`src/rtl/rmii_tx_pkg.sv`:
```
package rmii_tx_pkg;

  typedef enum logic [2:0] {
    ST_IDLE,
    ST_PRE,
    ST_DATA,
    ST_PAD,
    ST_FCS,
    ST_GAP
  } tx_state_e;

  localparam logic [7:0]  PRE_BYTE   = 8'h55;
  localparam logic [7:0]  SFD_BYTE   = 8'hD5;
  localparam logic [31:0] CRC_POLY   = 32'hEDB88320;
  localparam logic [31:0] CRC_PRESET = 32'hFFFFFFFF;

  // Byte-wide update of the reflected CRC-32, LSB of the byte first.
  function automatic logic [31:0] crc32_next(input logic [31:0] c, input logic [7:0] b);
    logic [31:0] r;
    r = c ^ {24'd0, b};
    for (int i = 0; i < 8; i++) begin
      r = r[0] ? ((r >> 1) ^ CRC_POLY) : (r >> 1);
    end
    return r;
  endfunction

  // Check byte number idx (0 goes first) taken from the CRC register.
  function automatic logic [7:0] fcs_byte(input logic [31:0] c, input logic [1:0] idx);
    logic [31:0] inv;
    inv = ~c;
    return inv[{idx, 3'b000} +: 8];
  endfunction

  // Dibit for phase ph of a byte, bits [1:0] at phase 0.
  function automatic logic [1:0] dibit_of(input logic [7:0] b, input logic [1:0] ph);
    return b[{ph, 1'b0} +: 2];
  endfunction

endpackage

```
`src/rtl/rmii_tx_crc.sv`:
```
module rmii_tx_crc
  import rmii_tx_pkg::*;
(
  input  logic        clk,
  input  logic        rst_n,
  input  logic        clr_i,
  input  logic        en_i,
  input  logic [7:0]  byte_i,
  output logic [31:0] crc_o
);

  logic [31:0] crc_q;

  always_ff @(posedge clk) begin
    if (!rst_n)     crc_q <= CRC_PRESET;
    else if (clr_i) crc_q <= CRC_PRESET;
    else if (en_i)  crc_q <= crc32_next(crc_q, byte_i);
  end

  assign crc_o = crc_q;


  crc_preset_chk: assert property (@(posedge clk) disable iff (!rst_n)
    clr_i |=> (crc_o == CRC_PRESET));

endmodule

```
`src/rtl/rmii_tx_dibit.sv`:
```
module rmii_tx_dibit
  import rmii_tx_pkg::*;
(
  input  logic [7:0] byte_i,
  input  logic [1:0] phase_i,
  input  logic       active_i,
  output logic [1:0] d_o
);

  always_comb begin
    d_o = active_i ? dibit_of(byte_i, phase_i) : 2'b00;
  end

endmodule

```
`src/rtl/rmii_tx_ctrl.sv`:
```
module rmii_tx_ctrl
  import rmii_tx_pkg::*;
#(
  parameter int PRE_LEN   = 7,
  parameter int MIN_LEN   = 60,
  parameter int MAX_LEN   = 1514,
  parameter int GAP_BYTES = 12
) (
  input  logic        clk,
  input  logic        rst_n,
  input  logic        s_valid,
  input  logic [7:0]  s_data,
  input  logic        s_last,
  output logic        s_ready,
  input  logic [31:0] crc_i,
  output logic        crc_clr,
  output logic        crc_en,
  output logic [7:0]  crc_byte,
  output logic [7:0]  cur_byte_o,
  output logic [1:0]  phase_o,
  output logic        active_o,
  output logic        err_o
);

  localparam int CW = $clog2(MAX_LEN + 1);
  localparam logic [CW-1:0] PRE_M1 = CW'(PRE_LEN - 1);
  localparam logic [CW-1:0] PRE_SF = CW'(PRE_LEN);
  localparam logic [CW-1:0] MIN_C  = CW'(MIN_LEN);
  localparam logic [CW-1:0] MAX_M1 = CW'(MAX_LEN - 1);
  localparam logic [CW-1:0] GAP_M1 = CW'(GAP_BYTES - 1);

  tx_state_e     state;
  logic [1:0]    ph;
  logic [CW-1:0] bcnt;
  logic [CW-1:0] dcnt;
  logic [7:0]    cur;
  logic          done_data;
  logic          err_q;

  // Named internal events
  logic byte_end, start, in_fetch, use_data, pad_next, fcs_next, hit_max;

  assign byte_end = (state != ST_IDLE) && (ph == 2'd3);
  assign start    = (state == ST_IDLE) && s_valid;
  assign in_fetch = byte_end && ((state == ST_PRE && bcnt == PRE_SF) ||
                                 state == ST_DATA || state == ST_PAD);
  assign s_ready  = byte_end && !done_data &&
                    ((state == ST_PRE && bcnt == PRE_SF) || state == ST_DATA);
  assign use_data = s_ready && s_valid;
  assign pad_next = in_fetch && !use_data && (dcnt < MIN_C);
  assign fcs_next = in_fetch && !use_data && !(dcnt < MIN_C);
  assign hit_max  = use_data && !s_last && (dcnt == MAX_M1);

  assign crc_clr  = start;
  assign crc_en   = use_data || pad_next;
  assign crc_byte = use_data ? s_data : 8'h00;

  always_ff @(posedge clk) begin
    if (!rst_n) begin
      state     <= ST_IDLE;
      ph        <= 2'd0;
      bcnt      <= '0;
      dcnt      <= '0;
      cur       <= 8'h00;
      done_data <= 1'b0;
      err_q     <= 1'b0;
    end else begin
      err_q <= hit_max;
      if (state != ST_IDLE) ph <= ph + 2'd1;
      unique case (state)
        ST_IDLE: if (start) begin
          state     <= ST_PRE;
          bcnt      <= '0;
          cur       <= PRE_BYTE;
          dcnt      <= '0;
          done_data <= 1'b0;
        end
        ST_PRE: if (byte_end) begin
          if (bcnt == PRE_M1) begin
            cur  <= SFD_BYTE;
            bcnt <= bcnt + 1'b1;
          end else if (bcnt < PRE_M1) begin
            cur  <= PRE_BYTE;
            bcnt <= bcnt + 1'b1;
          end
        end
        ST_FCS: if (byte_end) begin
          if (bcnt[1:0] == 2'd3) begin
            state <= ST_GAP;
            bcnt  <= '0;
          end else begin
            bcnt <= bcnt + 1'b1;
            cur  <= fcs_byte(crc_i, bcnt[1:0] + 2'd1);
          end
        end
        ST_GAP: if (byte_end) begin
          if (bcnt == GAP_M1) state <= ST_IDLE;
          else                bcnt  <= bcnt + 1'b1;
        end
        default: ;
      endcase
      if (use_data) begin
        state     <= ST_DATA;
        cur       <= s_data;
        dcnt      <= dcnt + 1'b1;
        done_data <= s_last || hit_max;
      end else if (pad_next) begin
        state <= ST_PAD;
        cur   <= 8'h00;
        dcnt  <= dcnt + 1'b1;
      end else if (fcs_next) begin
        state <= ST_FCS;
        cur   <= fcs_byte(crc_i, 2'd0);
        bcnt  <= '0;
      end
    end
  end

  assign cur_byte_o = cur;
  assign phase_o    = ph;
  assign active_o   = (state == ST_PRE) || (state == ST_DATA) ||
                      (state == ST_PAD) || (state == ST_FCS);
  assign err_o      = err_q;


  ready_in_frame_chk: assert property (@(posedge clk) disable iff (!rst_n)
    s_ready |-> active_o);


  pad_zero_chk: assert property (@(posedge clk) disable iff (!rst_n)
    (state == ST_PAD) |-> (cur == 8'h00));


  fcs_len_chk: assert property (@(posedge clk) disable iff (!rst_n)
    (state == ST_FCS) |-> (dcnt >= MIN_C));


  crc_frozen_chk: assert property (@(posedge clk) disable iff (!rst_n)
    (state == ST_FCS && $past(state == ST_FCS)) |-> $stable(crc_i));


  err_single_chk: assert property (@(posedge clk) disable iff (!rst_n)
    err_o |=> !err_o);


  err_at_max_chk: assert property (@(posedge clk) disable iff (!rst_n)
    err_o |-> (dcnt == CW'(MAX_LEN)));

endmodule

```
`src/rtl/rmii_frame_tx.sv`:
```
module rmii_frame_tx #(
  parameter int PRE_LEN   = 7,
  parameter int MIN_LEN   = 60,
  parameter int MAX_LEN   = 1514,
  parameter int GAP_BYTES = 12
) (
  input  logic       clk,
  input  logic       rst_n,
  input  logic       in_valid,
  input  logic [7:0] in_data,
  input  logic       in_last,
  output logic       in_ready,
  output logic       line_en,
  output logic [1:0] line_d,
  output logic       frame_err
);

  localparam int GAP_CLK = GAP_BYTES * 4;
  localparam int MIN_RUN = (PRE_LEN + 1 + MIN_LEN + 4) * 4;

  logic [31:0] crc;
  logic        crc_clr, crc_en;
  logic [7:0]  crc_byte, cur_byte;
  logic [1:0]  phase;
  logic        active;

  rmii_tx_ctrl #(
    .PRE_LEN(PRE_LEN), .MIN_LEN(MIN_LEN), .MAX_LEN(MAX_LEN), .GAP_BYTES(GAP_BYTES)
  ) u_ctrl (
    .clk(clk), .rst_n(rst_n),
    .s_valid(in_valid), .s_data(in_data), .s_last(in_last), .s_ready(in_ready),
    .crc_i(crc), .crc_clr(crc_clr), .crc_en(crc_en), .crc_byte(crc_byte),
    .cur_byte_o(cur_byte), .phase_o(phase), .active_o(active), .err_o(frame_err)
  );

  rmii_tx_crc u_crc (
    .clk(clk), .rst_n(rst_n), .clr_i(crc_clr), .en_i(crc_en),
    .byte_i(crc_byte), .crc_o(crc)
  );

  rmii_tx_dibit u_dibit (
    .byte_i(cur_byte), .phase_i(phase), .active_i(active), .d_o(line_d)
  );

  assign line_en = active;

  // Run-length observers on the line for the timing assertions
  logic [15:0] low_cnt, high_cnt;
  logic        seen_frame;

  always_ff @(posedge clk) begin
    if (!rst_n) begin
      low_cnt    <= '0;
      high_cnt   <= '0;
      seen_frame <= 1'b0;
    end else if (line_en) begin
      low_cnt    <= '0;
      high_cnt   <= high_cnt + 16'd1;
      seen_frame <= 1'b1;
    end else begin
      high_cnt <= '0;
      if (low_cnt != 16'hFFFF) low_cnt <= low_cnt + 16'd1;
    end
  end


  gap_min_chk: assert property (@(posedge clk) disable iff (!rst_n)
    ($rose(line_en) && seen_frame) |-> (low_cnt >= 16'(GAP_CLK)));


  txen_run_chk: assert property (@(posedge clk) disable iff (!rst_n)
    $fell(line_en) |-> (high_cnt[1:0] == 2'b00 && high_cnt >= 16'(MIN_RUN)));


  idle_quiet_chk: assert property (@(posedge clk) disable iff (!rst_n)
    !line_en |-> (line_d == 2'b00 && !in_ready));

endmodule

```
`config.mk`:
```
export PLATFORM = sky130hd
export DESIGN_NAME = rmii_frame_tx
export DESIGN_NICKNAME = d
export VERILOG_FILES = /design/src/rtl/rmii_tx_pkg.sv /design/src/rtl/rmii_tx_crc.sv /design/src/rtl/rmii_tx_dibit.sv /design/src/rtl/rmii_tx_ctrl.sv /design/src/rtl/rmii_frame_tx.sv
export SDC_FILE = /design/constraint.sdc
export NUM_CORES = 1
export LEC_CHECK = 0
export BUFFER_PORTS_ARGS = -buffer_cell sky130_fd_sc_hd__buf_2
export CAP_MARGIN = 20
export CORE_AREA = 2 2 115 117
export CTS_CLUSTER_SIZE = 16
export DETAILED_ROUTE_END_ITERATION = 8
export DIE_AREA = 0 0 117 119
export PLACE_DENSITY = 0.63
export SYNTH_ARGS = -nofsm -noshare
export SYNTH_HDL_FRONTEND = slang
export SYNTH_SLANG_ARGS = --single-unit
```
`constraint.sdc`:
```
create_clock -name clk -period 5.62 [get_ports clk]
set_input_delay 0.562 -clock clk [delete_from_list [all_inputs] [get_ports clk]]
set_output_delay 0.562 -clock clk [all_outputs]
set_load 0.02 [all_outputs]
```
==> results.toml <==
[layout]
diodes = 0
final_nets = 591
fin_cells = 754
syn_to_final_growth_pct = 8.272
drive_gt1_frac = 0.1021
nFillCells = 1266
seqCellArea_um2 = 1381
multi_input_area_um2 = 3347

[logic_synthesis]
synth_area_per_cell_um2 = 8.426
async_flop_share = 0
ys_warn_count = 0
yosys.area.top_type = "dfxtp_1"
seq_area_frac_synth = 0.2793
ys_ff_latch = 69
synth_edf_count = 0
synth_top_area_share = 0.2793
synthCells = 587
yosys.cell_types.count = 58
synth_ff_type = "dfxtp_1"
synth_area_um2 = 4946
syn_nets = 605
ys_top_cells_by_area = "dfxtp_1 (28%), xnor2_1 (12%), xor2_1 (7.1%), o211ai_1 (4.7%), nand2_1 (4.6%)"

[floorplan]
die_x_um = 117
coreArea_um2 = 12870
fp.dieH_um = 119
fp.dieArea_um2 = 13920
ioPinCount = 17
num_rows = 42
start_util = 0.3842

[critical_path]
cp_slowest_cell = "dfxtp_1"
required_ns = 5.86
worstPathCellList = "ha_1 > and2_1 > and4_1 > o21a_1 > o31a_1 > a21boi_2 > nand3_1 > o211a_1"
end_kind = "register"
critPathTopFamily = "compound AO/OA/AOI/OAI gates"
critPathBufInv = 0
max_stage_delay_ns = 0.77
critPathMaxFanout = 15
cp.arrival_ns = 3.72
start_kind = "register"
critPathKind = "reg2reg"

[global_route]
grt_pass1_vias = 4015
grt_pass1_wl_mm = 21.11
grt_max_degree = 61
antenna_found_initial = 0
overflow = 0
grt_usage = 0.1974

[sta]
relSlewSlack = 0.3851
tightest_slew_ns = 0.9223
hold_viol_final = 0
skew_ns = 0.007408
period_needed_ns = 3.479
maxSlewViolCount = 0
timing.final.crit_share = 0.6190
setup_tns_ns = 0
setup_viol = 0
grt_setup_unrepaired = "no"
max_freq_ghz = 0.2874

[placed_design]
gp_congestion = 0.9499
place.detailed.hpwl_mm = 9.292
port_buffers = 16
place_inst = 738

[clocking]
clock-root-buffer = "clkbuf_16"
post_cts.repair.setup_buffers = 0
clock_latency_ns = 0.35
ctsHoldBuffers = 0
cts_resized = 0
cts_buffer_depth = 2
numClockSinks = 69
path_clk_slew_ns = 0.06
h-tree-depth = 3
cts_tree = "yes"
numCtsBuffers = 9

[detailed_routing]
drt_wl_total_mm = 12.79
drc = 0
drt_iter0_markers = 323
wl_per_cell_um = 16.96
drt-vias-per-instance = 5.598
routed-via-count = 4221
dr.pass1.iters = 5
final_antenna_net_count = 0

[outcome]
status = "complete, no violations"

[power_and_ir_drop]
p_leak_nw = 1.947
power.density_nw_per_um2 = 219.3
ir_drop_uv = 133.4

[min_path]
hold_class = "reg2reg"

[run]
cap_violations = 0
[placed cells by master (no fill, tap or decap), types with 9 or more instances in the layout]
cell / count
clkbuf_16: 9
and2_1: 10
o211ai_1: 31
buf_2: 16
nand3_1: 11
mux4_2: 10
nor2b_1: 11
nor3_1: 15
xor2_1: 40
dfxtp_1: 69
o21ai_0: 31
nand4_1: 10
xnor2_1: 65
nor2_1: 41
nand2_1: 61
a21oi_1: 34
[power breakdown]
part	internal [mW]	leakage (nW)	switching (mW)
logic	0.0386	1.24	0.0605
clock network	0.352	0.149	0.219
registers	0.497	0.560	0.00723
[final timing paths]
kind / from / endpoint / slack, ns / cells past startpoint
worst max-delay path: u_ctrl.bcnt[0] / u_ctrl.cur_byte_o[2] / 2.14 / 8
worst min-delay path: u_ctrl.cur_byte_o[3] / u_ctrl.cur_byte_o[3] / 0.50 / 1
worst max register to register: u_ctrl.bcnt[0] / u_ctrl.cur_byte_o[2] / 2.14 / 8
worst min register to register: u_ctrl.cur_byte_o[3] / u_ctrl.cur_byte_o[3] / 0.50 / 1
[logic make-up after synthesis]
logic type / synth area share
and+or+nand+nor: 0.2100
muxes: 0.05768
AOI/OAI and AO/OA: 0.1796
DFF: 0.2793
xor gates and xnor gates: 0.2127
buffers and inverters: 0.04553
adders and majority gates: 0.01518
[flip-flops by register name (all words and copies together) (netlist names)]
register           cells
u_crc.crc_o           32
u_ctrl.bcnt           11
u_ctrl.dcnt           11
u_ctrl.cur_byte_o      8
u_ctrl.state           3
u_ctrl.phase_o         2
u_ctrl.done_data       1
u_ctrl.err_o           1
[area by class of cell]
cell class,instances,share of cell area
Sequential cell,69,0.2579
Inverter,5,0.003505
Multi-Input combinational cell,470,0.6250
Tap cell,176,0.04112
Timing Repair Buffer,18,0.01776
Clock buffer,11,0.04533
Clock inverter,5,0.009346
[through the flow]
stage | hold slack (ns) | power [mW] | setup WS (ns) | util | instance area [um2]
floorplan | 0.4558 | 0.5872 | 3.098 | - | 4946
finish | 0.4954 | 1.175 | 2.141 | 0.4159 | 5355
global route | 0.5074 | 1.214 | 1.890 | 0.4159 | 5355
global placement | 0.4784 | 0.6134 | 2.314 | 0.3932 | 5062
CTS | 0.4984 | 1.185 | 2.156 | 0.4159 | 5355
detailed placement | 0.4850 | 0.6138 | 2.175 | 0.3932 | 5062
[Yosys cell counts (all sizes together), types with 5 or more instances]
library cell	number
a21oi	35
and2	10
buf	23
clkbuf	20
dfxtp	69
ha	6
inv	5
mux2i	6
mux4	10
nand2	62
nand3	11
nand3b	5
nand4	10
nor2	41
nor2b	11
nor3	17
nor4	5
o211a	8
o211ai	32
o21ai	36
or3	5
xnor2	69
xor2	40
[metal layers]
metal,wire length [um],up-vias,global-route usage
met2,5994,135,0.3017
met4,289,0,0.07426
met1,5858,2022,0.2671
met5,0,-,0
li1,-,2044,-
met3,647,20,0.04987
Note: power is estimated with default switching activity, not from simulation.
